File: config.mk
export PLATFORM = sky130hd
export DESIGN_NAME = arf_regfile
export DESIGN_NICKNAME = d
export VERILOG_FILES = /design/src/rtl/arf_pkg.sv /design/src/rtl/arf_view_read.sv /design/src/rtl/arf_view_merge.sv /design/src/rtl/arf_bank.sv /design/src/rtl/arf_regfile.sv
export SDC_FILE = /design/constraint.sdc
export NUM_CORES = 1
export LEC_CHECK = 0
export BUFFER_PORTS_ARGS = -buffer_cell sky130_fd_sc_hd__buf_4
export CAP_MARGIN = 30
export CORE_UTILIZATION = 45
export DETAILED_ROUTE_END_ITERATION = 8
export PLACE_DENSITY_LB_ADDON = 0.08
export SYNTH_ARGS = -nofsm -noshare
export SYNTH_HDL_FRONTEND = slang
export SYNTH_HIERARCHICAL = 1
export SYNTH_SLANG_ARGS = --single-unit
File: constraint.sdc
create_clock -name clk -period 2.5 [get_ports clk]
set_clock_uncertainty 0.2 [all_clocks]
set_input_delay 0.125 -clock clk [delete_from_list [all_inputs] [get_ports clk]]
set_output_delay 0.125 -clock clk [all_outputs]
set_load 0.01 [all_outputs]
File: src/rtl/arf_pkg.sv
// Package: shared widths and the view-select encoding of the aliased register file.
// Assumes: the general registers are 64 bits and the segment registers are 16 bits.
package arf_pkg;

    localparam int DATA_W = 64;
    localparam int SEG_W  = 16;
    localparam int VIEW_W = 3;

    // Window selector for general-bank accesses; codes 5..7 are illegal.
    typedef enum logic [VIEW_W-1:0] {
        VW_LO8 = 3'b000,
        VW_HI8 = 3'b001,
        VW_W16 = 3'b010,
        VW_W32 = 3'b011,
        VW_W64 = 3'b100
    } view_e;

    // True for the five defined window codes.
    function automatic logic view_legal(input logic [VIEW_W-1:0] v);
        return (v <= 3'b100);
    endfunction

endpackage

File: src/rtl/arf_view_read.sv
// Module: extracts one aliased window from a stored 64-bit word and zero-extends it.
// Assumes: the view code may be illegal, in which case the result is zero.
module arf_view_read
    import arf_pkg::*;
(
    input  logic [DATA_W-1:0] word_i,
    input  logic [VIEW_W-1:0] view_i,
    output logic [DATA_W-1:0] data_o
);

    // Select and right-align the window chosen by the view code.
    always_comb begin
        data_o = '0;
        case (view_i)
            VW_LO8:  data_o[7:0]  = word_i[7:0];
            VW_HI8:  data_o[7:0]  = word_i[15:8];
            VW_W16:  data_o[15:0] = word_i[15:0];
            VW_W32:  data_o[31:0] = word_i[31:0];
            VW_W64:  data_o       = word_i;
            default: data_o       = '0;
        endcase
    end

    // Guard: any window narrower than the full word leaves the top half clear.
    always_comb begin
        if (view_i != VW_W64) begin
            AST_RD_UPPER_ZERO: assert (data_o[DATA_W-1:32] == '0);
        end
    end

endmodule

File: src/rtl/arf_view_merge.sv
// Module: merges right-aligned write data into the chosen window of an existing word.
// Assumes: old_i is the current register contents; legal_o tells the caller whether to write.
module arf_view_merge
    import arf_pkg::*;
(
    input  logic [DATA_W-1:0] old_i,
    input  logic [DATA_W-1:0] new_i,
    input  logic [VIEW_W-1:0] view_i,
    output logic [DATA_W-1:0] merged_o,
    output logic              legal_o
);

    // Overlay the incoming bits onto the window and keep all others.
    always_comb begin
        merged_o = old_i;
        legal_o  = view_legal(view_i);
        case (view_i)
            VW_LO8:  merged_o[7:0]  = new_i[7:0];
            VW_HI8:  merged_o[15:8] = new_i[7:0];
            VW_W16:  merged_o[15:0] = new_i[15:0];
            VW_W32:  merged_o[31:0] = new_i[31:0];
            VW_W64:  merged_o       = new_i;
            default: merged_o       = old_i;
        endcase
    end

    // Guard: byte windows never disturb bits outside their own eight.
    always_comb begin
        if (view_i == VW_HI8) begin
            AST_HI8_KEEPS_REST: assert (merged_o[DATA_W-1:16] == old_i[DATA_W-1:16]
                                        && merged_o[7:0] == old_i[7:0]);
        end
        if (view_i == VW_LO8) begin
            AST_LO8_KEEPS_REST: assert (merged_o[DATA_W-1:8] == old_i[DATA_W-1:8]);
        end
        if (view_i == VW_W16 || view_i == VW_W32) begin
            AST_WIDE_KEEPS_TOP: assert (merged_o[DATA_W-1:32] == old_i[DATA_W-1:32]);
        end
    end

endmodule

File: src/rtl/arf_bank.sv
// Module: a bank of NREG flip-flop registers, one full-word write port and three read ports.
// Assumes: synchronous active-low reset; reads are combinational and show pre-write contents.
module arf_bank #(
    parameter int NREG = 4,
    parameter int W    = 64,
    localparam int IW  = (NREG > 1) ? $clog2(NREG) : 1
) (
    input  logic          clk,
    input  logic          rst_n,
    input  logic          we_i,
    input  logic [IW-1:0] widx_i,
    input  logic [W-1:0]  wdata_i,
    input  logic [IW-1:0] ridx_a_i,
    input  logic [IW-1:0] ridx_b_i,
    input  logic [IW-1:0] ridx_c_i,
    output logic [W-1:0]  rdata_a_o,
    output logic [W-1:0]  rdata_b_o,
    output logic [W-1:0]  rdata_c_o
);

    logic [NREG-1:0][W-1:0] mem_q;

    // One storage process per register, loaded only when it is the write target.
    for (genvar g = 0; g < NREG; g++) begin : g_reg
        always_ff @(posedge clk) begin
            if (!rst_n) begin
                mem_q[g] <= '0;
            end else if (we_i && (widx_i == IW'(g))) begin
                mem_q[g] <= wdata_i;
            end
        end
    end

    // Combinational read ports straight from storage, no bypass.
    assign rdata_a_o = mem_q[ridx_a_i];
    assign rdata_b_o = mem_q[ridx_b_i];
    assign rdata_c_o = mem_q[ridx_c_i];

    // Guard: without a write strobe no register moves.
    AST_HOLD_WITHOUT_WE: assert property (@(posedge clk) disable iff (!rst_n)
        !we_i |=> $stable(mem_q));

    // Guard: a strobed write is visible on the next cycle at the addressed entry.
    AST_WRITE_LANDS: assert property (@(posedge clk) disable iff (!rst_n)
        we_i |=> (mem_q[$past(widx_i)] == $past(wdata_i)));

endmodule

File: src/rtl/arf_regfile.sv
// Module: top of the aliased register file: a 64-bit general bank with windowed views
//         and a separate 16-bit segment bank, one write port and two read ports.
// Assumes: synchronous active-low reset; inputs are stable around the rising edge.
module arf_regfile
    import arf_pkg::*;
#(
    parameter int IDX_W = 2
) (
    input  logic              clk,
    input  logic              rst_n,
    input  logic              wr_en,
    input  logic              wr_seg,
    input  logic [IDX_W-1:0]  wr_idx,
    input  logic [2:0]        wr_view,
    input  logic [63:0]       wr_data,
    input  logic              rd0_seg,
    input  logic [IDX_W-1:0]  rd0_idx,
    input  logic [2:0]        rd0_view,
    output logic [63:0]       rd0_data,
    input  logic              rd1_seg,
    input  logic [IDX_W-1:0]  rd1_idx,
    input  logic [2:0]        rd1_view,
    output logic [63:0]       rd1_data
);

    localparam int NREG  = 2 ** IDX_W;
    localparam int NPORT = 2;

    // General bank write path.
    logic [DATA_W-1:0] gen_old;
    logic [DATA_W-1:0] gen_merged;
    logic              gen_legal;
    logic              gen_we;
    logic              seg_we;

    // Read-port request arrays, gathered so the port logic can be generated.
    logic [NPORT-1:0]             rp_seg;
    logic [NPORT-1:0][IDX_W-1:0]  rp_idx;
    logic [NPORT-1:0][VIEW_W-1:0] rp_view;
    logic [NPORT-1:0][DATA_W-1:0] rp_gen_raw;
    logic [NPORT-1:0][SEG_W-1:0]  rp_seg_raw;
    logic [NPORT-1:0][DATA_W-1:0] rp_gen_view;
    logic [NPORT-1:0][DATA_W-1:0] rp_out;
    logic [SEG_W-1:0]             seg_unused;

    // Pack the port inputs into arrays.
    assign rp_seg  = {rd1_seg,  rd0_seg};
    assign rp_idx  = {rd1_idx,  rd0_idx};
    assign rp_view = {rd1_view, rd0_view};

    // Merge incoming write data into the current contents of the target register.
    arf_view_merge i_merge (
        .old_i    (gen_old),
        .new_i    (wr_data),
        .view_i   (wr_view),
        .merged_o (gen_merged),
        .legal_o  (gen_legal)
    );

    // Route the write strobe to exactly one bank.
    assign gen_we = wr_en && !wr_seg && gen_legal;
    assign seg_we = wr_en && wr_seg;

    // General registers; the third read port feeds the write merge.
    arf_bank #(.NREG(NREG), .W(DATA_W)) i_gen_bank (
        .clk       (clk),
        .rst_n     (rst_n),
        .we_i      (gen_we),
        .widx_i    (wr_idx),
        .wdata_i   (gen_merged),
        .ridx_a_i  (rp_idx[0]),
        .ridx_b_i  (rp_idx[1]),
        .ridx_c_i  (wr_idx),
        .rdata_a_o (rp_gen_raw[0]),
        .rdata_b_o (rp_gen_raw[1]),
        .rdata_c_o (gen_old)
    );

    // Segment registers; whole 16-bit writes, third read port idle.
    arf_bank #(.NREG(NREG), .W(SEG_W)) i_seg_bank (
        .clk       (clk),
        .rst_n     (rst_n),
        .we_i      (seg_we),
        .widx_i    (wr_idx),
        .wdata_i   (wr_data[SEG_W-1:0]),
        .ridx_a_i  (rp_idx[0]),
        .ridx_b_i  (rp_idx[1]),
        .ridx_c_i  (wr_idx),
        .rdata_a_o (rp_seg_raw[0]),
        .rdata_b_o (rp_seg_raw[1]),
        .rdata_c_o (seg_unused)
    );

    // Per read port: window the general word, then choose the bank.
    for (genvar p = 0; p < NPORT; p++) begin : g_rport
        arf_view_read i_view (
            .word_i (rp_gen_raw[p]),
            .view_i (rp_view[p]),
            .data_o (rp_gen_view[p])
        );

        // Bank select: segment values are zero-extended, view code ignored.
        always_comb begin
            if (rp_seg[p]) begin
                rp_out[p] = {{(DATA_W-SEG_W){1'b0}}, rp_seg_raw[p]};
            end else begin
                rp_out[p] = rp_gen_view[p];
            end
        end
    end

    assign rd0_data = rp_out[0];
    assign rd1_data = rp_out[1];

    // Guard: an illegal view never strobes the general bank.
    AST_ILLEGAL_NO_WRITE: assert property (@(posedge clk) disable iff (!rst_n)
        (wr_en && !wr_seg && (wr_view > 3'b100)) |-> !gen_we);

    // Guard: a segment write never strobes the general bank.
    AST_SEG_ISOLATED: assert property (@(posedge clk) disable iff (!rst_n)
        (wr_en && wr_seg) |-> (!gen_we && seg_we));

    // Guard: a segment read never carries bits above 16.
    AST_SEG_READ_NARROW: assert property (@(posedge clk) disable iff (!rst_n)
        rd0_seg |-> (rd0_data[DATA_W-1:SEG_W] == '0));

endmodule

==> results of run 1 <==
power by group:
group / internal, mW / switching (mW)
Combinational: 0.680 / 0.870
Sequential: 5.15 / 0.0467
Clock: 3.46 / 2.36
flip-flops by register name (all words and copies together) (netlist names):
name              count
i_gen_bank/mem_q    256
i_seg_bank/mem_q     64
critical path, cell delays in order (launching register included):
cell,delay (ps)
dfxtp_2,340
mux4_2,480
nor4bb_4,170
a211o_1,310
mux2_4,290
buf_6,120
final cells by class:
class                           instances  area (um2)
Multi-Input combinational cell       1412       13800
Sequential cell                       320        6500
Timing Repair Buffer                  365        3340
Tap cell                              615         769
Fill cell                            4151       21900
Clock buffer                           57        1170
Clock inverter                         14         135
through the flow:
stage                     TNS (ps)  worst slack [ps]  power, mW  hold slack (ps)
final                        -1280              -111       12.6              107
after global routing         -1940              -150       13.0              157
after CTS                    -1650              -135       12.7             80.1
after detailed placement         0               188       6.75              256
after global placement           0               195       6.74              248
after floorplan                  0               529       6.32              129
cells in the final DEF (no fill, tap or decap), types with 41 or more instances in the layout:
| cell type | count |
|---|---|
| nand2_1 | 401 |
| dfxtp_1 | 261 |
| dlygate4sd3_1 | 65 |
| clkbuf_16 | 42 |
| buf_4 | 255 |
| dfxtp_2 | 51 |
| mux2_2 | 41 |
| mux4_2 | 196 |
| nor2b_1 | 102 |
| mux2i_1 | 320 |
| and2_1 | 65 |
routing by layer:
layer / vias up / track usage / wire, um
met2: 487 / 0.472 / 33400
met4: 0 / 0.0921 / 1980
met3: 118 / 0.0362 / 2910
li1: 7497 / - / -
met1: 8338 / 0.340 / 28200
met5: - / 0 / 0
timing repair:
action | CTS | global route
endpoints found under the hold margin | 315 | 0
endpoints found under the setup margin | 16 | 20
pin swaps | 13 | 6
resized for setup | 86 | 20
hold buffers | 65 | 0
setup buffers | 18 | 8
path summary, 6_finish.rpt:
check / slack, ps / cells past startpoint / endpoint / start
max: -110 / 5 / rd1_data[4] / i_gen_bank/mem_q[204]
min: 110 / 5 / i_gen_bank/mem_q[139] / wr_view[2]
max reg2reg: 520 / 7 / i_gen_bank/mem_q[75] / i_gen_bank/mem_q[139]
min reg2reg: 270 / 2 / i_seg_bank/mem_q[4] / i_seg_bank/mem_q[4]
==> key figures, run 1 <==
Status
  • Outcome: finished with violations
  • Violated checks: setup timing

Timing
  • Hold Violations, Final: 0
  • Slew Limit Fails: 0
  • Max Freq: 383 MHz
  • Period minus WS final: ~2600 ps
  • RSZ-0062 raised after global routing: true
  • Slack of the critical path: -111 ps
  • Crit share post-route: 1.04
  • Worst slew margin: 0.516
  • Worst-Margin Slew: 724 ps
  • Final setup viols: 17

Pwr
  • Leakage: about 11 nW
  • Pwr per Cell Area: 488 nW/um2
  • Peak supply drop: roughly 0.42 mV

Synthesis
  • Syn Nets: 2005
  • Synthesis warning total: 6
  • Synth Instances: 1920
  • Mean post-synth cell area: 11.3 um2
  • Synth Cell Area: approximately 22000 um2

Global route
  • First-pass GRT wire length: a little over 100000 um
  • Vias in the first global route: 17.0k
  • Initial antenna violation count: 0
  • Tot GR Track Use: 0.269
  • Grt total ovfl: 0
  • Largest net degree at the start of global routing: between 60 and 70

CTS
  • Clock Path Buffers: 3
  • CTS root buf: clkbuf_16
  • Worst-Skew Late Latency: 580 ps
  • H-tree levels: 2
  • CTS tree: built
  • Clock buffer count from CTS: 40
  • Num Clock Sinks: 320
  • CTS clk-pin slew, worst paths: 60 ps

Drt
  • Detailed Route WL: 66400 um
  • DR vias: 16.4k
  • DRC: 0
  • Vias per cell: 5.91
  • Iter 0 DRT Violations: 1020
  • Routed length per instance: around 24 um
  • Initial DRT Pass Iterations: 7
  • Final antenna-violating net count: 0

Placement
  • Detailed Place HPWL: 42800 um
  • Placed insts: roughly 2.6k
  • Placed Instance Area: 23300 um2
  • PortBufs: 212
  • GPL Wtd Cong: slightly above 0.8

Floorplan
  • Die Y: 222 um
  • Cell row count: 80
  • Core area: 47600 um2
  • Width of the die: about 220 um
  • Ports: about 210
  • Starting Density: 0.455
  • Die area: approximately 49000 um2

Worst hold path
  • Worst min-delay path class: input pin to register

Final layout
  • Final Core Density: 0.540
  • Cell area after layout: 25700 um2
  • Area Growth Syn to Fin: 18.6%
  • Final non-filler cell total: 2783
  • Ant. Diodes: 0
  • Proportion of layout cells with a drive suffix above 1: 0.344
  • Final net count: about 2.2k

Critical path
  • Crit start category: register
  • Max FO, Critical Path: 3
  • WP data required: 2170 ps
  • CP arrival: 2290 ps
  • Worst setup path class: register to output pin
  • Critical Path End Type: output pin

Flow run
  • Max Cap Viol: 0
(Power assumes the default switching activity.)
==> run 2: changes to the inputs <==
--- a/config.mk
+++ b/config.mk
@@ -7,6 +7,7 @@
 export LEC_CHECK = 0
 export BUFFER_PORTS_ARGS = -buffer_cell sky130_fd_sc_hd__buf_4
 export CAP_MARGIN = 30
+export CORE_MARGIN = 2
 export CORE_UTILIZATION = 45
 export DETAILED_ROUTE_END_ITERATION = 8
 export PLACE_DENSITY_LB_ADDON = 0.08
==> run 2 against run 1 <==
Compared with the run above:
- the flow still finishes with violations (setup timing)
- count of clock-buffer cells in the layout decreased by 7
- design area increased by 0.58%
- setup slack improved by 9.6 ps
- critical path depth unchanged
- global-route usage decreased by 0.83 points
- routed wire length decreased by 1.4%
- critical path type unchanged
- largest power group unchanged
==> key figures, run 2 (same netlist as run 1, synthesis figures left out) <==
Worst hold path
  • Worst min-delay path class: input pin to register (unchanged)

Final layout
  • Final net count: 2233 (was 2224)
  • Area Growth Syn to Fin: 19.3% (was 18.6%)
  • Commonest cells after routing, fill and taps aside: 401 x nand2_1, 320 x mux2i_1, 261 x dfxtp_1 (unchanged)
  • Top Registers: i_gen_bank/mem_q: 256 flops, i_seg_bank/mem_q: 64 flops (unchanged)
  • Register with the most flip-flops: i_gen_bank/mem_q (unchanged)
  • Ant. Diodes: 0 (unchanged)
  • Max reg flops: 256 (unchanged)
  • Final Core Density: 0.543 (was 0.540)
  • Most common cell after layout, fill and taps aside: nand2_1 (unchanged)
  • Proportion of layout cells with a drive suffix above 1: 0.347 (was 0.344)
  • Final non-filler cell total: 2791 (was 2783)

Pwr
  • Pwr per Cell Area: 499 nW/um2 (was 488 nW/um2)
  • Leakage: 11.3 nW (about the same)
  • Peak supply drop: 0.348 mV (was 0.417 mV)

Global route
  • Initial antenna violation count: 0 (unchanged)
  • Grt total ovfl: 0 (unchanged)
  • Tot GR Track Use: 0.261 (was 0.269)
  • Largest net degree at the start of global routing: 66 (was 65)
  • First-pass GRT wire length: 100000 um (was 102000 um)
  • Vias in the first global route: 16.9k (was 17.0k)

Timing
  • Worst-Margin Slew: 684 ps (was 724 ps)
  • Worst slew margin: 0.544 (was 0.516)
  • Period minus WS final: 2600 ps (was 2610 ps)
  • RSZ-0062 raised after global routing: true (unchanged)
  • Crit share post-route: 1.04 (about the same)
  • Max Freq: 384 MHz (was 383 MHz)
  • Final setup viols: 16 (was 17)
  • Slew Limit Fails: 0 (unchanged)
  • Slack of the critical path: -101 ps (was -111 ps)
  • Hold Violations, Final: 0 (unchanged)
  • Setup TNS: -990 ps (was -1280 ps)

Flow run
  • Max Cap Viol: 0 (unchanged)

Floorplan
  • Die Y: 224 um (was 222 um)
  • Die area: 50000 um2 (was 49100 um2)
  • Ports: 213 (unchanged)
  • Cell row count: 80 (unchanged)
  • Width of the die: 224 um (was 222 um)
  • Core area: 47600 um2 (unchanged)
  • Starting Density: 0.455 (unchanged)

CTS
  • Worst-Skew Late Latency: 560 ps (was 580 ps)
  • CTS clk-pin slew, worst paths: 60 ps (about the same)
  • Num Clock Sinks: 320 (unchanged)
  • CTS tree: built (unchanged)
  • CTS root buf: clkbuf_16 (unchanged)
  • Clock buffer count from CTS: 40 (unchanged)
  • H-tree levels: 2 (unchanged)
  • Clock Path Buffers: 3 (unchanged)

Status
  • Outcome: finished with violations (unchanged)
  • Violated checks: setup timing (unchanged)

Placement
  • Detailed Place HPWL: 42800 um (about the same)
  • PortBufs: 212 (unchanged)
  • GPL Wtd Cong: 0.806 (was 0.832)
  • Placed insts: 2630 (was 2621)

Critical path
  • Crit start category: register (unchanged)
  • Critical Path End Type: output pin (unchanged)
  • CP peak stage delay: 480 ps (about the same)
  • CP arrival: 2280 ps (was 2290 ps)
  • Crit-path cells: mux4_2 > nor4bb_1 > a211o_1 > mux2_2 > buf_4 (was mux4_2 > nor4bb_4 > a211o_1 > mux2_4 > buf_6)
  • Worst setup path class: register to output pin (unchanged)
  • Max stage delay cell, worst path: mux4_2 (unchanged)
  • Max FO, Critical Path: 4 (was 3)
  • WP data required: 2170 ps (about the same)

Drt
  • Vias per cell: 5.88 (was 5.91)
  • Routed length per instance: 23.5 um (was 23.9 um)
  • Final antenna-violating net count: 0 (unchanged)
  • Iter 0 DRT Violations: 931 (was 1020)
  • Detailed Route WL: 65500 um (was 66400 um)
  • DRC: 0 (unchanged)
  • DR vias: 16.4k (about the same)
  • Initial DRT Pass Iterations: 5 (was 7)
## run 2: worst max-delay path, delay by kind of cell, from the launching register on
kind | cells | cell delay, ps
AO/OA/AOI/OAI | 1 | 290
buffers and inverters | 1 | 150
flip-flops | 1 | 360
multiplexers | 2 | 760
AND/OR/NAND/NOR | 1 | 160
## run 2: final cells by class
type	count	area (um2)
tap	615	769
timing repair buffer	374	3460
fill	4126	21800
clock inverter	20	274
multi-input combinational	1412	13800
clock buffer	50	1120
sequential	320	6490
## run 2: worst paths after layout
check                                      startpoint                   end  slack, ps  cells past startpoint
worst max-delay path            i_gen_bank/mem_q[203]           rd0_data[3]       -100                      5
worst min-delay path                       wr_view[0]  i_gen_bank/mem_q[78]         70                      5
worst max register to register  i_gen_bank/mem_q[204]  i_gen_bank/mem_q[12]        510                      7
worst min register to register   i_seg_bank/mem_q[36]  i_seg_bank/mem_q[36]        270                      2
## run 2: report_power, final
part / switching, mW / total [mW] / internal (mW)
clock network: 2.37 / 6.16 / 3.79
logic: 0.861 / 1.55 / 0.688
registers: 0.0454 / 5.19 / 5.15
## run 2: metrics by stage
stage / total power [mW] / hold WS [ps] / setup slack [ps] / area [um2]
final: 12.9 / 68.7 / -101 / 25900
after global routing: 13.3 / 115 / -136 / 25900
after CTS: 13.1 / 61.3 / -122 / 25700
after detailed placement: 6.76 / 262 / 234 / 23500
after global placement: 6.74 / 248 / 244 / 23500
after floorplan: 6.32 / 129 / 529 / 21700
## run 2: repair_timing
action,in CTS,in global routing
endpoints found under the hold margin,320,0
gates resized for setup,72,28
endpoints found under the setup margin,16,19
hold buffers,65,0
setup buffers,17,9
pin swaps,14,7
## run 2: routing by layer
layer / vias up / global-route usage / wire length [um]
li1: 7510 / - / -
met1: 8330 / 0.329 / 27400
met2: 459 / 0.461 / 33300
met3: 112 / 0.0344 / 3040
met4: 0 / 0.0862 / 1760
met5: - / 0 / 0
==> run 3: changes to the inputs <==
--- a/config.mk
+++ b/config.mk
@@ -5,6 +5,7 @@
 export SDC_FILE = /design/constraint.sdc
 export NUM_CORES = 1
 export LEC_CHECK = 0
+export ABC_AREA = 1
 export BUFFER_PORTS_ARGS = -buffer_cell sky130_fd_sc_hd__buf_4
 export CAP_MARGIN = 30
 export CORE_MARGIN = 2
==> run 3 against run 2 <==
Compared with the run above:
- the flow now finishes without violations
- count of clock-buffer cells in the layout up 19
- register-to-register slack better by 310 ps
- via count up 55%
- sequential power up 3%
- highest routed layer unchanged
==> key figures, run 3 <==
Floorplan
  • Die Y: 232 um (was 224 um)
  • Core area: 51400 um2 (was 47600 um2)
  • Width of the die: 232 um (was 224 um)
  • Die area: 53900 um2 (was 50000 um2)
  • Starting Density: 0.456 (was 0.455)
  • Cell row count: 83 (was 80)
  • Ports: 213 (unchanged)

Drt
  • Detailed Route WL: 79100 um (was 65500 um)
  • Routed length per instance: 15.9 um (was 23.5 um)
  • DR vias: 25.4k (was 16.4k)
  • DRC: 0 (unchanged)
  • Iter 0 DRT Violations: 2010 (was 931)
  • Final antenna-violating net count: 0 (unchanged)
  • Vias per cell: 5.12 (was 5.88)
  • Initial DRT Pass Iterations: 6 (was 5)

Global route
  • GR Layer Usage met3: 0.0307 (was 0.0344)
  • Tot GR Track Use: 0.287 (was 0.261)
  • GRT met1 Usage: 0.390 (was 0.329)
  • Vias in the first global route: 22.7k (was 16.9k)
  • Met2 Resource Use GR: 0.478 (was 0.461)
  • Busiest layer in global routing: met2 (unchanged)
  • First-pass GRT wire length: 124000 um (was 100000 um)
  • Largest net degree at the start of global routing: 87 (was 66)
  • Grt total ovfl: 0 (unchanged)
  • Initial antenna violation count: 0 (unchanged)

Placement
  • PortBufs: 212 (unchanged)
  • Detailed Place HPWL: 50400 um (was 42800 um)
  • Placed insts: 4827 (was 2630)
  • Placed Instance Area: 25500 um2 (was 23500 um2)
  • GPL Wtd Cong: 0.899 (was 0.806)

Pwr
  • Combinational power share: 0.206 (was 0.120)
  • Switching power share of the total: 0.308 (was 0.254)
  • Net switching component of the power: 4.37 mW (was 3.28 mW)
  • Final Power: 14.2 mW (was 12.9 mW)
  • Seq pwr share: 0.376 (was 0.402)
  • Pwr per Cell Area: 516 nW/um2 (was 499 nW/um2)
  • Peak supply drop: 0.385 mV (was 0.348 mV)
  • Internal Power: 9.81 mW (was 9.63 mW)
  • Clock Power Share: 0.418 (was 0.478)
  • Leakage: 14.9 nW (was 11.3 nW)

Synthesis
  • Syn Nets: 4230 (was 2005)
  • Mean post-synth cell area: 5.65 um2 (was 11.3 um2)
  • Synth Cell Area: 23400 um2 (was 21700 um2)
  • Synth Instances: 4145 (was 1920)
  • Synthesis warning total: 6 (unchanged)

Final layout
  • Max reg flops: 256 (unchanged)
  • Register with the most flip-flops: i_gen_bank/mem_q (unchanged)
  • Cell area after layout: 27500 um2 (was 25900 um2)
  • Most common cell after layout, fill and taps aside: nand2_1 (unchanged)
  • Area Growth Syn to Fin: 17.4% (was 19.3%)
  • Final net count: 4341 (was 2233)
  • Commonest cells after routing, fill and taps aside: 1426 x nand2_1, 734 x nor2_1, 575 x inv_1 (was 401 x nand2_1, 320 x mux2i_1, 261 x dfxtp_1)
  • Final non-filler cell total: 4967 (was 2791)
  • Ant. Diodes: 0 (unchanged)
  • Proportion of layout cells with a drive suffix above 1: 0.0952 (was 0.347)
  • Top Registers: i_gen_bank/mem_q: 256 flops, i_seg_bank/mem_q: 64 flops (unchanged)

Timing
  • Hold Violations, Final: 0 (unchanged)
  • Worst slew margin: 0.534 (was 0.544)
  • Final hold slack: 67.3 ps (was 68.7 ps)
  • RSZ-0062 raised after global routing: false (was true)
  • Setup TNS: 0 ps (was -990 ps)
  • Period minus WS final: 2200 ps (was 2600 ps)
  • Worst-Margin Slew: 699 ps (was 684 ps)
  • Max Freq: 454 MHz (was 384 MHz)
  • Slew Limit Fails: 0 (unchanged)
  • Final setup viols: 0 (was 16)
  • Crit share post-route: 0.881 (was 1.04)

Critical path
  • CP arrival: 1880 ps (was 2280 ps)
  • Max FO, Critical Path: 4 (unchanged)
  • Worst setup path class: register to output pin (unchanged)
  • WP data required: 2170 ps (about the same)
  • Crit start category: register (unchanged)
  • Critical Path End Type: output pin (unchanged)

CTS
  • CTS clk-pin slew, worst paths: 50 ps (was 60 ps)
  • Clock buffer count from CTS: 41 (was 40)
  • CTS tree: built (unchanged)
  • Worst-Skew Late Latency: 560 ps (about the same)
  • Setup Buffers After CTS: 0 (was 17)
  • Hold_buf cts: 66 (was 65)
  • CTS root buf: clkbuf_16 (unchanged)
  • Post-CTS sizing: 0 (was 72)
  • Num Clock Sinks: 320 (unchanged)
  • Clock Path Buffers: 3 (unchanged)
  • H-tree levels: 2 (unchanged)

Worst hold path
  • Worst min-delay path class: input pin to register (unchanged)

Status
  • Outcome: finished clean (was finished with violations)

Flow run
  • Max Cap Viol: 0 (unchanged)
-- run 3: layout make-up --
cell class | instances | area [um2]
clock buffer | 69 | 1270
clock inverter | 5 | 53.8
fill | 5450 | 23900
inverter | 580 | 2180
multi-input combinational | 2945 | 13300
sequential | 320 | 6410
tap | 680 | 851
timing repair buffer | 368 | 3410
-- run 3: power by group through the flow --
stage	combinational, mW	clock, mW	sequential [mW]
2_1_floorplan	1.89	0	5.43
3_3_place_gp	2.80	0	5.45
3_5_place_dp	2.81	0	5.45
4_1_cts	2.90	6.06	5.34
5_1_grt	3.25	6.24	5.35
6_report	2.92	5.92	5.34
-- run 3: through the flow --
step	util	setup WS, ps
3_3_place_gp	0.496	439
6_report	0.535	297
4_1_cts	0.535	307
3_5_place_dp	0.496	419
2_1_floorplan	-	726
5_1_grt	0.535	191
-- run 3: final timing paths --
path                                            from                    to  slack [ps]  cells after the start
worst max-delay path            i_gen_bank/mem_q[66]           rd0_data[2]         300                      9
worst min-delay path                           wr_en  i_gen_bank/mem_q[25]          70                      6
worst max register to register  i_gen_bank/mem_q[73]   i_gen_bank/mem_q[9]         820                     10
worst min register to register  i_seg_bank/mem_q[14]  i_seg_bank/mem_q[14]         310                      2
-- run 3: critical path, cell delays in order (launching register included) --
cell and delay [ps]:
dfxtp_1 300, inv_1 110, nand2_1 60, o211ai_1 90, nand2_1 150, nand3_1 110, o21ai_0 90, nand2_1 80
nand2_1 130, buf_4 180
-- run 3: layer usage --
layer | wire [um] | part of all wire
met5 | 0 | 0
met4 | 1830 | 0.023
met3 | 4940 | 0.062
met2 | 36100 | 0.46
met1 | 36200 | 0.46
